[src/rtl/cec_tx_pkg.sv]
package cec_tx_pkg;

  typedef enum logic [1:0] {
    TX_ST_IDLE = 2'd0,
    TX_ST_BUSY = 2'd1,
    TX_ST_DONE = 2'd2,
    TX_ST_ERR  = 2'd3
  } txStat_e;

  typedef enum logic [1:0] {
    CMD_NOP       = 2'd0,
    CMD_SEND      = 2'd1,
    CMD_ABORT     = 2'd2,
    CMD_SEND_NEXT = 2'd3
  } txCmd_e;

  typedef enum logic [1:0] {
    WAIT_RETRY   = 2'd0,
    WAIT_NEWINIT = 2'd1,
    WAIT_NEXT    = 2'd2
  } waitSel_e;

  // strobes from control to datapath
  typedef struct packed {
    logic tmrClr;
    logic tmrRun;
    logic frameClr;
    logic bitAdv;
    logic freeClr;
    logic freeRun;
  } txCtl_s;

  // observations from datapath to control
  typedef struct packed {
    logic lineLow;
    logic freeMet;
    logic startLowPh;
    logic startEnd;
    logic bitLowPh;
    logic atSample;
    logic bitEnd;
    logic curBit;
    logic isAck;
    logic lastByte;
    logic bcast;
  } txObs_s;

  localparam logic [7:0] ADDR_LEN       = 8'h10;
  localparam logic [7:0] ADDR_CMD       = 8'h11;
  localparam logic [7:0] ADDR_WAIT_BASE = 8'h12;

endpackage

[src/rtl/cec_tx_datapath.sv]
module cec_tx_datapath
  import cec_tx_pkg::*;
#(
  parameter int DEPTH       = 16,
  parameter int FT_W        = 11,
  parameter int START_LOW   = 370,
  parameter int START_TOTAL = 450,
  parameter int ONE_LOW     = 60,
  parameter int ZERO_LOW    = 150,
  parameter int BIT_TOTAL   = 240,
  parameter int SAMPLE_AT   = 105,
  parameter int FREE_UNIT   = 10
) (
  input  logic       clk,
  input  logic       rstN,
  input  logic       regWe,
  input  logic [7:0] regAddr,
  input  logic [7:0] regWdata,
  input  logic       cecIn,
  input  txCtl_s     ctl,
  input  waitSel_e   waitSel,
  output txObs_s     obs
);
  localparam int AW    = $clog2(DEPTH);
  localparam int MAXT  = (START_TOTAL > BIT_TOTAL) ? START_TOTAL : BIT_TOTAL;
  localparam int TW    = $clog2(MAXT + 1);
  localparam int UW    = (FREE_UNIT > 1) ? $clog2(FREE_UNIT) : 1;
  localparam int HW    = FT_W - 8;
  localparam int NWAIT = 3;

  localparam logic [TW-1:0] T_START_LOW = TW'(START_LOW);
  localparam logic [TW-1:0] T_START_END = TW'(START_TOTAL - 1);
  localparam logic [TW-1:0] T_ONE_LOW   = TW'(ONE_LOW);
  localparam logic [TW-1:0] T_ZERO_LOW  = TW'(ZERO_LOW);
  localparam logic [TW-1:0] T_BIT_END   = TW'(BIT_TOTAL - 1);
  localparam logic [TW-1:0] T_SAMPLE    = TW'(SAMPLE_AT);
  localparam logic [UW-1:0] U_LAST      = UW'(FREE_UNIT - 1);
  localparam logic [3:0]    EOM_IDX     = 4'd8;
  localparam logic [3:0]    ACK_IDX     = 4'd9;

  // bus level synchroniser
  logic [1:0] lineSync;
  logic       lineLow;
  always_ff @(posedge clk or negedge rstN) begin
    if (!rstN) lineSync <= 2'b11;
    else       lineSync <= {lineSync[0], cecIn};
  end
  assign lineLow = ~lineSync[1];

  // message buffer and length
  logic [7:0]    msgBuf [DEPTH];
  logic [AW-1:0] lenM1;
  always_ff @(posedge clk or negedge rstN) begin
    if (!rstN) begin
      for (int i = 0; i < DEPTH; i++) msgBuf[i] <= '0;
      lenM1 <= '0;
    end else if (regWe) begin
      for (int i = 0; i < DEPTH; i++)
        if (regAddr == 8'(i)) msgBuf[i] <= regWdata;
      if (regAddr == ADDR_LEN) lenM1 <= regWdata[AW-1:0];
    end
  end

  // three signal-free wait registers, low byte and high part
  generate
    for (genvar gi = 0; gi < NWAIT; gi++) begin : g_wait
      logic [FT_W-1:0] val;
      always_ff @(posedge clk or negedge rstN) begin
        if (!rstN) val <= '0;
        else if (regWe && regAddr == 8'(ADDR_WAIT_BASE + 2*gi))
          val[7:0] <= regWdata;
        else if (regWe && regAddr == 8'(ADDR_WAIT_BASE + 2*gi + 1))
          val[FT_W-1:8] <= regWdata[HW-1:0];
      end
    end
  endgenerate

  logic [FT_W-1:0] selWait;
  always_comb begin
    case (waitSel)
      WAIT_RETRY:   selWait = g_wait[0].val;
      WAIT_NEWINIT: selWait = g_wait[1].val;
      default:      selWait = g_wait[2].val;
    endcase
  end

  // bit timer and frame position
  logic [TW-1:0] tmr;
  logic [3:0]    bitIdx;
  logic [AW-1:0] byteIdx;
  always_ff @(posedge clk or negedge rstN) begin
    if (!rstN) begin
      tmr     <= '0;
      bitIdx  <= '0;
      byteIdx <= '0;
    end else begin
      if (ctl.tmrClr)      tmr <= '0;
      else if (ctl.tmrRun) tmr <= tmr + 1'b1;
      if (ctl.frameClr) begin
        bitIdx  <= '0;
        byteIdx <= '0;
      end else if (ctl.bitAdv) begin
        if (bitIdx == ACK_IDX) begin
          bitIdx  <= '0;
          byteIdx <= byteIdx + 1'b1;
        end else begin
          bitIdx <= bitIdx + 1'b1;
        end
      end
    end
  end

  logic [7:0] curByte;
  logic       lastByte;
  logic       curBit;
  assign curByte  = msgBuf[byteIdx];
  assign lastByte = (byteIdx == lenM1);
  always_comb begin
    if (bitIdx < EOM_IDX)       curBit = curByte[3'd7 - bitIdx[2:0]];
    else if (bitIdx == EOM_IDX) curBit = lastByte;
    else                        curBit = 1'b1;
  end

  // signal-free counter
  logic [UW-1:0]   unitCnt;
  logic [FT_W-1:0] freeCnt;
  logic            freeMet;
  assign freeMet = (freeCnt >= selWait);
  always_ff @(posedge clk or negedge rstN) begin
    if (!rstN) begin
      unitCnt <= '0;
      freeCnt <= '0;
    end else if (ctl.freeClr || (ctl.freeRun && lineLow)) begin
      unitCnt <= '0;
      freeCnt <= '0;
    end else if (ctl.freeRun) begin
      if (unitCnt == U_LAST) begin
        unitCnt <= '0;
        if (!freeMet) freeCnt <= freeCnt + 1'b1;
      end else begin
        unitCnt <= unitCnt + 1'b1;
      end
    end
  end

  assign obs.lineLow    = lineLow;
  assign obs.freeMet    = freeMet;
  assign obs.startLowPh = (tmr < T_START_LOW);
  assign obs.startEnd   = (tmr == T_START_END);
  assign obs.bitLowPh   = (tmr < (curBit ? T_ONE_LOW : T_ZERO_LOW));
  assign obs.atSample   = (tmr == T_SAMPLE);
  assign obs.bitEnd     = (tmr == T_BIT_END);
  assign obs.curBit     = curBit;
  assign obs.isAck      = (bitIdx == ACK_IDX);
  assign obs.lastByte   = lastByte;
  assign obs.bcast      = (msgBuf[0][3:0] == 4'hF);

  // frame may only open once the free wait is met on a high line
  p_start_after_free_r8: assert property (@(posedge clk) disable iff (!rstN)
    ctl.frameClr |-> (obs.freeMet && !obs.lineLow));

endmodule

[src/rtl/cec_tx_control.sv]
module cec_tx_control
  import cec_tx_pkg::*;
(
  input  logic       clk,
  input  logic       rstN,
  input  logic       cmdWe,
  input  logic [1:0] cmdVal,
  input  txObs_s     obs,
  output txCtl_s     ctl,
  output waitSel_e   waitSel,
  output txStat_e    status,
  output logic       irq,
  output logic       driveLow
);
  typedef enum logic [1:0] {S_IDLE, S_WAIT, S_START, S_BITS} state_e;

  state_e   state, nState;
  txStat_e  statusQ, nStatus;
  waitSel_e selQ, nSel;
  logic     irqQ, nIrq, lostQ, nLost, ackLowQ, nAck, driveQ, nDrive;
  logic     lostNow, ackOk;

  assign lostNow = obs.atSample && obs.curBit && !obs.isAck && obs.lineLow;
  assign ackOk   = obs.bcast ^ ackLowQ;

  always_comb begin
    ctl     = '0;
    nState  = state;
    nStatus = statusQ;
    nSel    = selQ;
    nIrq    = irqQ;
    nLost   = lostQ;
    nAck    = ackLowQ;
    nDrive  = 1'b0;
    case (state)
      S_WAIT: begin
        ctl.freeRun = 1'b1;
        if (obs.freeMet && !obs.lineLow) begin
          ctl.tmrClr   = 1'b1;
          ctl.frameClr = 1'b1;
          nState       = S_START;
        end
      end
      S_START: begin
        ctl.tmrRun = 1'b1;
        nDrive     = obs.startLowPh;
        if (obs.startEnd) begin
          ctl.tmrClr = 1'b1;
          nState     = S_BITS;
        end
      end
      S_BITS: begin
        ctl.tmrRun = 1'b1;
        nDrive     = obs.bitLowPh;
        if (obs.atSample && obs.isAck) nAck = obs.lineLow;
        if (lostNow) begin
          nState = S_IDLE;
          nLost  = 1'b1;
          nIrq   = 1'b1;
          nDrive = 1'b0;
        end else if (obs.bitEnd) begin
          ctl.tmrClr = 1'b1;
          if (obs.isAck && !ackOk) begin
            nStatus = TX_ST_ERR;
            nIrq    = 1'b1;
            nState  = S_IDLE;
          end else if (obs.isAck && obs.lastByte) begin
            nStatus = TX_ST_DONE;
            nIrq    = 1'b1;
            nState  = S_IDLE;
          end else begin
            ctl.bitAdv = 1'b1;
          end
        end
      end
      default: ;
    endcase

    if (cmdWe) begin
      nIrq = 1'b0;
      case (txCmd_e'(cmdVal))
        CMD_NOP: begin
          if (statusQ == TX_ST_DONE || statusQ == TX_ST_ERR) nStatus = TX_ST_IDLE;
        end
        CMD_ABORT: begin
          ctl     = '0;
          nState  = S_IDLE;
          nStatus = TX_ST_IDLE;
          nDrive  = 1'b0;
        end
        default: begin
          if (state == S_IDLE) begin
            nState      = S_WAIT;
            nStatus     = TX_ST_BUSY;
            ctl.freeClr = 1'b1;
            nLost       = 1'b0;
            if (txCmd_e'(cmdVal) == CMD_SEND_NEXT) nSel = WAIT_NEXT;
            else if (lostQ)                        nSel = WAIT_RETRY;
            else                                   nSel = WAIT_NEWINIT;
          end
        end
      endcase
    end
  end

  always_ff @(posedge clk or negedge rstN) begin
    if (!rstN) begin
      state   <= S_IDLE;
      statusQ <= TX_ST_IDLE;
      selQ    <= WAIT_NEWINIT;
      irqQ    <= 1'b0;
      lostQ   <= 1'b0;
      ackLowQ <= 1'b0;
      driveQ  <= 1'b0;
    end else begin
      state   <= nState;
      statusQ <= nStatus;
      selQ    <= nSel;
      irqQ    <= nIrq;
      lostQ   <= nLost;
      ackLowQ <= nAck;
      driveQ  <= nDrive;
    end
  end

  assign waitSel  = selQ;
  assign status   = statusQ;
  assign irq      = irqQ;
  assign driveLow = driveQ;

  p_busy_when_active_r4: assert property (@(posedge clk) disable iff (!rstN)
    (state != S_IDLE) |-> (statusQ == TX_ST_BUSY));

  p_done_on_last_r1: assert property (@(posedge clk) disable iff (!rstN)
    (statusQ == TX_ST_DONE && $past(statusQ) == TX_ST_BUSY) |-> $past(obs.lastByte));

  p_nack_error_r5: assert property (@(posedge clk) disable iff (!rstN)
    (state == S_BITS && obs.bitEnd && obs.isAck && !obs.bcast && !ackLowQ && !cmdWe)
      |=> (statusQ == TX_ST_ERR && irqQ));

  p_lost_stays_busy_r7: assert property (@(posedge clk) disable iff (!rstN)
    (state == S_BITS && lostNow && !cmdWe) |=> (statusQ == TX_ST_BUSY && irqQ));

  p_nop_to_idle_r10: assert property (@(posedge clk) disable iff (!rstN)
    (cmdWe && cmdVal == 2'd0 && (statusQ == TX_ST_DONE || statusQ == TX_ST_ERR))
      |=> (statusQ == TX_ST_IDLE));

  p_abort_release_r11: assert property (@(posedge clk) disable iff (!rstN)
    (cmdWe && cmdVal == 2'd2) |=> ##1 (!driveQ && statusQ == TX_ST_IDLE));

  p_irq_clear_r12: assert property (@(posedge clk) disable iff (!rstN)
    cmdWe |=> !irqQ);

endmodule

[src/rtl/cec_frame_tx.sv]
module cec_frame_tx
  import cec_tx_pkg::*;
#(
  parameter int DEPTH       = 16,
  parameter int FT_W        = 11,
  parameter int START_LOW   = 370,
  parameter int START_TOTAL = 450,
  parameter int ONE_LOW     = 60,
  parameter int ZERO_LOW    = 150,
  parameter int BIT_TOTAL   = 240,
  parameter int SAMPLE_AT   = 105,
  parameter int FREE_UNIT   = 10
) (
  input  logic       clk,
  input  logic       rstN,
  input  logic       regWe,
  input  logic [7:0] regAddr,
  input  logic [7:0] regWdata,
  input  logic       cecIn,
  output logic       cecDriveLow,
  output logic [1:0] txStatus,
  output logic       txIrq
);
  txCtl_s   ctl;
  txObs_s   obs;
  waitSel_e waitSel;
  txStat_e  status;
  logic     cmdWe;

  assign cmdWe = regWe && (regAddr == ADDR_CMD);

  cec_tx_datapath #(
    .DEPTH(DEPTH), .FT_W(FT_W), .START_LOW(START_LOW), .START_TOTAL(START_TOTAL),
    .ONE_LOW(ONE_LOW), .ZERO_LOW(ZERO_LOW), .BIT_TOTAL(BIT_TOTAL),
    .SAMPLE_AT(SAMPLE_AT), .FREE_UNIT(FREE_UNIT)
  ) u_dp (
    .clk(clk), .rstN(rstN), .regWe(regWe), .regAddr(regAddr), .regWdata(regWdata),
    .cecIn(cecIn), .ctl(ctl), .waitSel(waitSel), .obs(obs)
  );

  cec_tx_control u_ctl (
    .clk(clk), .rstN(rstN), .cmdWe(cmdWe), .cmdVal(regWdata[1:0]), .obs(obs),
    .ctl(ctl), .waitSel(waitSel), .status(status), .irq(txIrq), .driveLow(cecDriveLow)
  );

  assign txStatus = status;

endmodule

[config.mk]
export PLATFORM = sky130hd
export DESIGN_NAME = cec_frame_tx
export DESIGN_NICKNAME = d
export VERILOG_FILES = /design/src/rtl/cec_tx_pkg.sv /design/src/rtl/cec_tx_datapath.sv /design/src/rtl/cec_tx_control.sv /design/src/rtl/cec_frame_tx.sv
export SDC_FILE = /design/constraint.sdc
export NUM_CORES = 1
export LEC_CHECK = 0
export BUFFER_PORTS_ARGS = -buffer_cell sky130_fd_sc_hd__buf_2
export CAP_MARGIN = 20
export CORE_MARGIN = 3
export CORE_UTILIZATION = 49
export CTS_BUF_LIST = sky130_fd_sc_hd__clkbuf_8
export DETAILED_ROUTE_END_ITERATION = 6
export HOLD_SLACK_MARGIN = 0.08
export PLACE_DENSITY_LB_ADDON = 0.3
export SLEW_MARGIN = 20
export SYNTH_ARGS = -nofsm -noshare
export SYNTH_HDL_FRONTEND = slang
export SYNTH_SLANG_ARGS = --single-unit
[constraint.sdc]
create_clock -name clk -period 6.18 [get_ports clk]
set_input_delay 0.309 -clock clk [delete_from_list [all_inputs] [get_ports clk]]
set_output_delay 0.309 -clock clk [all_outputs]
set_load 0.01 [all_outputs]
==> summary.md, run 1 <==
| Metric | Value |
|---|---|
| P_int | `between 2 and 2.5 mW` |
| Crit path max fanout | `13` |
| Cts bufs inserted | `37` |
| Synth Instances | `854` |
| First-pass GRT wire length | `approximately 37 mm` |
| Gate power share | `0.084` |
| P per Cell Area | `between 200 and 300 nW/um^2` |
| Clock Sinks | `~210` |
| Leak | `5.32 nW` |
| Post-CTS resize count | `0` |
| Switching power total | `0.749 mW` |
| Reg area | `5240 um^2` |
| Met2 Wirelength | `10.5 mm` |
| Top-count cell post-synth | `dfrtp_1` |
| Synth top cells by count | `dfrtp_1 (206), mux2_2 (170), nor2_1 (75), nand2_1 (49), mux2i_1 (34)` |
| Post-DR vias/cell | `5.87` |
| Yosys warning total | `0` |
| # DRC | `0` |
| Area leader, netlist | `dfrtp_1` |
| Postcts setup bufs | `0` |
| Max-cap violations | `0` |
| Starting Density | `0.509` |
| Vias in the first global route | `about 6900` |
| EDFF count, synth | `0` |
| Initial antenna violation count | `0` |
| Relative slew slack | `0.303` |
| Final worst-path cycle share | `0.613` |
| Grt ovf | `0` |
| Worst hold slack | `251 ps` |
| Top-area cell type share of the netlist area | `0.491` |
| Total core area | `slightly above 20000 um^2` |
| Area Growth Syn to Fin | `8.69%` |
| Fmax | `0.264 GHz` |
| Share of power burned in registers | `0.520` |
| N_diodes | `0` |
| Ys async rst share | `1.00` |
| Layout cells sized above 1 | `0.313` |
| Clock slew at reported path FFs | `60 ps` |
| Worst hold-check path type | `input port to flop` |
| Worst VDD drop | `around 0.00014 V` |
| Total track usage | `0.197` |
| Max layer used | `met4` |
| Clock root cell | `clkbuf_8` |
| Final instance area | `between 10000 and 15000 um^2` |
| Worst r2r path cells | `11` |
| CTS max path bufs | `3` |
| Area of the multi-input gates | `roughly 5000 um^2` |
| Clk pwr share | `0.396` |
| Sequential fraction of the synthesis area | `0.498` |
| Post-DP Area | `10800 um^2` |
| Vias | `between 6000 and 7000` |
| Switching Fraction | `0.258` |
| Antenna-violating nets left | `0` |
| Final core occ | `0.554` |
| Met3 WL | `just over 1 mm` |
| Ys flop type | `dfrtp_1` |
| Port bufs | `23` |
| Fillers | `1728` |
| Clock latency on the worst-skew pair | `between 500 and 600 ps` |
| Critical path arrival | `4210 ps` |
| Setup_tns | `0 ps` |
| Final hold viol count | `0` |
| Largest net degree at the start of global routing | `90` |
| Post-synthesis net count | `around 900` |
| RD Place Congestion | `0.876` |
| Req. time, crit path | `approximately 6600 ps` |
| Post-Route WL | `approximately 23 mm` |
| Post-Syn Area | `10500 um^2` |
| Hold depth | `3` |
| Setup violators final | `0` |
| Unrepaired setup endpoints after global routing | `false` |
| Total Die Area | `roughly 23000 um^2` |
| TritonCTS clock tree | `yes` |
| H-tree depth | `2` |
| Top post-synthesis cells by area | `dfrtp_1 (49%), mux2_2 (18%), mux4_2 (3.9%), mux2i_1 (3.2%), nor2_1 (2.7%)` |
| Status | `complete, no violations` |
| Layout Skew | `between 15 and 20 ps` |
| Startpoint Class | `flop` |
| Setup crit end kind | `flop` |
| Iteration-0 DRC Markers | `about 480` |
| Tmin final | `3790 ps` |
| DRT Pass-1 Iters | `5` |
| Post-synthesis register bit count | `209` |
| Unique masters post-synth | `between 60 and 70` |
| Nets | `roughly 920` |
| Row count | `52` |
| Routed wire per std cell | `approximately 20 um` |
| Top Ports | `24` |
| Die height | `152 um` |
| Post-DP HPWL | `15.1 mm` |
| Met1 Wirelength | `10.9 mm` |
| Pins over their slew limit | `0` |
| Average cell area after synthesis | `about 12 um^2` |
| Die Span X | `roughly 150 um` |
| Slew @ Worst Pin | `approximately 1000 ps` |
| Critical Setup Path Class | `flop to flop` |
[metrics by stage]
stage	instances	setup WS, ps	power (mW)
3_5_place_dp	1105	2430	1.77
5_1_grt	1166	2120	3.04
6_report	1166	2390	2.90
4_1_cts	1166	2380	2.93
2_1_floorplan	854	2830	1.68
3_3_place_gp	1105	2450	1.76
[metal layers]
layer | GRT usage | vias up
met1 | 0.286 | 3484
met4 | 0.0615 | 0
met2 | 0.305 | 159
li1 | - | 3155
met3 | 0.0346 | 48
met5 | 0 | -
[state kept, by name, indices dropped and copies added (netlist names), 2 cells and up]
signal / flops
u_ctl.waitSel: 2
u_dp.unitCnt: 4
u_ctl.status: 2
u_dp.freeCnt: 11
u_dp.lenM1: 4
u_ctl.state: 2
u_dp.byteIdx: 4
u_dp.msgBuf: 128
u_dp.bitIdx: 4
u_dp.g_wait.val: 33
u_dp.tmr: 9
u_dp.lineSync: 2
[worst max-delay path, cell delays in order (launching register included)]
cell and delay (ps):
dfstp_2 750, mux2i_1 230, nor2_1 50, a21oi_1 140, ha_1 260, a21o_1 190
a2111oi_2 330, o21ai_1 130, a311oi_2 740, nor3_1 140, o311a_1 460, a211oi_1 240
[worst paths after layout]
path / start / to / slack [ps]
worst max-delay path: u_ctl.waitSel[0]$_DFFE_PN1P_ / u_dp.tmr[1]$_DFFE_PN0P_ / 2390
worst min-delay path: regAddr[4] / u_ctl.state[1]$_DFF_PN0_ / 250
worst max register to register: u_ctl.waitSel[0]$_DFFE_PN1P_ / u_dp.tmr[1]$_DFFE_PN0P_ / 2390
worst min register to register: u_dp.lineSync[0]$_DFF_PN1_ / u_dp.lineSync[1]$_DFF_PN1_ / 360
max in group asynchronous: rstN / u_dp.msgBuf[103]$_DFFE_PN0P_ / 4390
min in group asynchronous: rstN / u_dp.freeCnt[2]$_DFFE_PN0P_ / 420
[final cells by class]
cell class,instances,area share
clock inverters,18,0.00668
flip-flops and latches,209,0.458
multi-input cells,587,0.436
clock buffers,41,0.0494
inverters,10,0.00329
well taps,270,0.0296
repair buffers,31,0.0165
[cell families (layout without fill, tap and decap cells)]
family,count (synthesis),count (layout),synth area share
muxes,226,226,0.263
buffers and inverters,58,100,0.0279
adders and majority gates,22,22,0.0262
AOI/OAI and AO/OA,98,98,0.0648
xor gates and xnor gates,22,22,0.0183
and+or+nand+nor,219,219,0.102
DFF,209,209,0.498
[power groups by stage]
stage	clock, mW	combinational (mW)	sequential, mW
floorplan	0	0.179	1.50
global placement	0	0.236	1.53
detailed placement	0	0.244	1.53
CTS	1.18	0.246	1.51
global route	1.25	0.274	1.52
finish	1.15	0.243	1.51
[cell usage in the layout (no fill, tap or decap), types with 4 or more instances in the layout]
| master | netlist | layout |
|---|---|---|
| and3_1 | 5 | 5 |
| o211ai_1 | 8 | 8 |
| a21o_1 | 5 | 5 |
| ha_1 | 22 | 22 |
| mux4_2 | 18 | 18 |
| nand3_1 | 17 | 17 |
| xnor2_1 | 9 | 9 |
| nor3_2 | 5 | 5 |
| mux2_2 | 170 | 170 |
| a21oi_1 | 27 | 27 |
| a22oi_1 | 5 | 5 |
| clkbuf_8 | 0 | 42 |
| nor2b_1 | 10 | 10 |
| buf_2 | 14 | 22 |
| nor2_1 | 75 | 75 |
| buf_4 | 3 | 6 |
| nand4_1 | 11 | 11 |
| nand2_1 | 49 | 49 |
| and2_1 | 7 | 7 |
| nor3_1 | 17 | 17 |
| nand2b_1 | 6 | 6 |
| mux4_1 | 4 | 4 |
| a211oi_1 | 4 | 4 |
| xor2_1 | 13 | 13 |
| o21ai_0 | 13 | 13 |
| inv_1 | 10 | 25 |
| mux2i_1 | 34 | 34 |
| dfrtp_1 | 206 | 205 |
[timing repair]
item,in CTS,in global routing
hold buffers,2,0
endpoints found under the hold margin,86,0
setup endpoints to repair,0,0
No activity file was read; power rests on OpenSTA's default activity.
==> run 2, diff against run 1 <==
Settings changed: ABC_AREA set to 1.
Clock period 6.18 ns to 3.6 ns, I/O delays scaled along.
==> summary.md, run 2 <==
| Metric | Value |
|---|---|
| Status | `complete, no violations (unchanged)` |
| Yosys warning total | `0 (unchanged)` |
| Post-DP HPWL | `17.0 mm (was 15.1 mm)` |
| Met2 usage | `0.368 (was 0.305)` |
| Post-Synth XOR/XNOR Area | `0.0151 (was 0.0183)` |
| Top post-synthesis cells by area | `dfrtp_1 (50%), nand2_1 (15%), o21ai_0 (9.3%), nand3_1 (5.6%), inv_1 (3.3%) (was dfrtp_1 (49%), mux2_2 (18%), mux4_2 (3.9%), mux2i_1 (3.2%), nor2_1 (2.7%))` |
| Worst reg2reg startpoint | `u_ctl.waitSel[1]$_DFFE_PN0P_ (was u_ctl.waitSel[0]$_DFFE_PN1P_)` |
| Clock Sinks | `209 (unchanged)` |
| Area leader, netlist | `dfrtp_1 (unchanged)` |
| Compound-Gate Fraction of Synth Area | `0.136 (was 0.0648)` |
| Die height | `152 um (about the same)` |
| Finished Layout Cells | `1628 (was 1166)` |
| Adder-cell share of the synthesized area | `0.0264 (was 0.0262)` |
| Commonest cells after routing, fill and taps aside | `nand2_1 (418), dfrtp_1 (205), o21ai_0 (194) (was dfrtp_1 (205), mux2_2 (170), nor2_1 (75))` |
| DRT Pass-1 Iters | `5 (unchanged)` |
| Setup violators final | `0 (unchanged)` |
| Area Growth Syn to Fin | `10.5% (was 8.69%)` |
| Clock root cell | `clkbuf_8 (unchanged)` |
| Largest family of logic cells by synthesized area | `simple AND/OR/NAND/NOR gates (was multiplexers)` |
| # DRC | `0 (unchanged)` |
| Unrepaired setup endpoints after global routing | `false (unchanged)` |
| Average cell area after synthesis | `7.94 um^2 (was 12.3 um^2)` |
| Ys async rst share | `1.00 (unchanged)` |
| Total track usage | `0.240 (was 0.197)` |
| Post-Route WL | `26.7 mm (was 22.9 mm)` |
| Slew @ Worst Pin | `959 ps (was 1040 ps)` |
| Post-synthesis register bit count | `209 (unchanged)` |
| P per Cell Area | `493 nW/um^2 (was 254 nW/um^2)` |
| Vias in the first global route | `8292 (was 6901)` |
| Met3 Usage GRT | `0.0413 (was 0.0346)` |
| Vias | `8814 (was 6846)` |
| Row count | `52 (unchanged)` |
| Final worst-path cycle share | `0.877 (was 0.613)` |
| Antenna-violating nets left | `0 (unchanged)` |
| Proportion of synthesized area in mux cells | `0 (was 0.263)` |
| Layout Skew | `18.1 ps (was 19.7 ps)` |
| Unique masters post-synth | `43 (was 67)` |
| Routed wire per std cell | `16.4 um (was 19.7 um)` |
| Setup crit end kind | `flop (unchanged)` |
| Top-count cell post-synth | `nand2_1 (was dfrtp_1)` |
| Iteration-0 DRC Markers | `812 (was 475)` |
| Pins over their slew limit | `0 (unchanged)` |
| Grt ovf | `0 (unchanged)` |
| Ys flop type | `dfrtp_1 (unchanged)` |
| Tmin final | `3160 ps (was 3790 ps)` |
| First-pass GRT wire length | `43.6 mm (was 37.3 mm)` |
| Final hold viol count | `0 (unchanged)` |
| Die Span X | `152 um (about the same)` |
| Top-area cell type share of the netlist area | `0.495 (was 0.491)` |
| Relative slew slack | `0.357 (was 0.303)` |
| Crit path max fanout | `9 (was 13)` |
| H-tree depth | `2 (unchanged)` |
| Largest net degree at the start of global routing | `112 (was 90)` |
| Hold wc startpoint | `regAddr[5] (was regAddr[4])` |
| Initial antenna violation count | `0 (unchanged)` |
| Most common cell after layout, fill and taps aside | `nand2_1 (was dfrtp_1)` |
| N_diodes | `0 (unchanged)` |
| Critical Path Start | `u_ctl.waitSel[1]$_DFFE_PN0P_ (was u_ctl.waitSel[0]$_DFFE_PN1P_)` |
| Sequential fraction of the synthesis area | `0.503 (was 0.498)` |
| Post-Syn Area | `10400 um^2 (was 10500 um^2)` |
| Worst VDD drop | `0.000239 V (was 0.000139 V)` |
| Starting Density | `0.506 (was 0.509)` |
| Dpl cells | `1557 (was 1105)` |
| Top Ports | `24 (unchanged)` |
| Fmax | `0.317 GHz (was 0.264 GHz)` |
| Biggest regs | `u_dp.msgBuf: 128 flops, u_dp.g_wait.val: 33 flops, u_dp.freeCnt: 11 flops (unchanged)` |
| Port bufs | `23 (unchanged)` |
| Nets | `1374 (was 918)` |
| Most flops, register | `u_dp.msgBuf (unchanged)` |
| Critical path arrival | `3630 ps (was 4210 ps)` |
| Met1 global-route usage | `0.341 (was 0.286)` |
| Max-cap violations | `0 (unchanged)` |
| TritonCTS clock tree | `yes (unchanged)` |
| Req. time, crit path | `4070 ps (was 6600 ps)` |
| Clock latency on the worst-skew pair | `540 ps (was 530 ps)` |
| Post-synthesis net count | `1354 (was 896)` |
| Max FFs per register | `128 (unchanged)` |
| Startpoint Class | `flop (unchanged)` |
| Total Die Area | `23000 um^2 (was 23200 um^2)` |
| Clock slew at reported path FFs | `60 ps (about the same)` |
| Layout cells sized above 1 | `0.0817 (was 0.313)` |
| Synth Area in Simple Gates | `0.258 (was 0.102)` |
| CTS max path bufs | `3 (unchanged)` |
| Synth top cells by count | `nand2_1 (419), dfrtp_1 (206), o21ai_0 (194), nand3_1 (117), inv_1 (91) (was dfrtp_1 (206), mux2_2 (170), nor2_1 (75), nand2_1 (49), mux2i_1 (34))` |
| Leak | `5.46 nW (was 5.32 nW)` |
| Final core occ | `0.560 (was 0.554)` |
| RD Place Congestion | `0.903 (was 0.876)` |
| Worst hold-check path type | `input port to flop (unchanged)` |
| Cts bufs inserted | `37 (unchanged)` |
| Setup_tns | `0 ps (unchanged)` |
| Total core area | `20600 um^2 (about the same)` |
| Post-DR vias/cell | `5.41 (was 5.87)` |
| Global route hottest layer | `met2 (unchanged)` |
| Critical Setup Path Class | `flop to flop (unchanged)` |
| Synth Instances | `1312 (was 854)` |
| EDFF count, synth | `0 (unchanged)` |
[run 2: cell count changes in the layout (fill, tap and decap cells not counted), sizes merged, moves of 10 or more]
cell   delta
nand2   +374
o21ai   +184
mux2    -170
nand3   +103
inv      +86
mux2i    -34
mux4     -22
nor2     -17
a21oi    +10
nor2b    -10
[run 2: final timing paths]
| path | to | slack, ps | cells past startpoint |
|---|---|---|---|
| min in group asynchronous | u_dp.g_wait[2].val[1]$_DFFE_PN0P_ | 310 | 2 |
| hold reg to reg | u_dp.lineSync[1]$_DFF_PN1_ | 370 | 0 |
| max in group asynchronous | u_dp.msgBuf[116]$_DFFE_PN0P_ | 2340 | 3 |
| setup / recovery | u_dp.byteIdx[2]$_DFFE_PN0P_ | 440 | 19 |
| setup reg to reg | u_dp.byteIdx[2]$_DFFE_PN0P_ | 440 | 19 |
| hold / removal | u_ctl.status[0]$_DFF_PN0_ | 150 | 4 |
[run 2: repair_timing]
action,4_1_cts,5_1_grt
hold buffers,6,0
hold endpoints to repair,112,0
setup buffers,0,0
resized for setup,0,1
endpoints found under the setup margin,0,2
[run 2: where the power goes]
part           switching [mW]  internal [mW]
logic                   0.582          0.296
clock network           0.990           1.16
registers               0.137           2.51
[run 2: final cells by class]
| type | instances | area (um^2) |
|---|---|---|
| fillers | 1915 | 9050 |
| flip-flops and latches | 209 | 5240 |
| multi-input cells | 944 | 4530 |
| clock buffers | 46 | 633 |
| inverters | 100 | 375 |
| well taps | 270 | 338 |
| repair buffers | 40 | 304 |
| clock inverters | 19 | 88.8 |
[run 2: metrics by stage]
stage	power [mW]	setup slack, ps	hold WS, ps	instance area, um^2
after floorplan	3.25	972	-116	10400
after global placement	3.54	584	298	10700
after detailed placement	3.55	448	287	10700
after CTS	5.71	434	133	11500
after global routing	5.99	55.0	165	11500
final	5.67	444	149	11500
[run 2: cell families after synthesis]
| logic type | count (synthesis) |
|---|---|
| AND/OR/NAND/NOR | 638 |
| AO/OA/AOI/OAI | 266 |
| flip-flops | 209 |
| buffers and inverters | 159 |
| adder cells (fa/ha/maj) | 22 |
| XOR/XNOR | 18 |
[run 2: per-layer routing]
layer | wire [um] | part of all wire | vias to the layer above
met4 | 767 | 0.029 | 0
li1 | - | - | 4355
met1 | 12300 | 0.46 | 4155
met2 | 12000 | 0.45 | 249
met5 | 0 | 0 | -
met3 | 1550 | 0.058 | 55
[run 2: critical path, stage by stage, from the launching register on]
cell and delay, ps:
dfrtp_1 430, clkinv_1 270, nand2_2 230, inv_1 110, a22o_1 180, a21oi_1 140
ha_1 160, nand2_1 60, o21ai_0 190, nand2_1 80, nand4_1 120, nand2_1 60
nand2_1 110, nand3_1 220, nand2_1 210, nand2_2 110, inv_2 90, nand2_1 70
a21oi_1 120, o21a_1 120
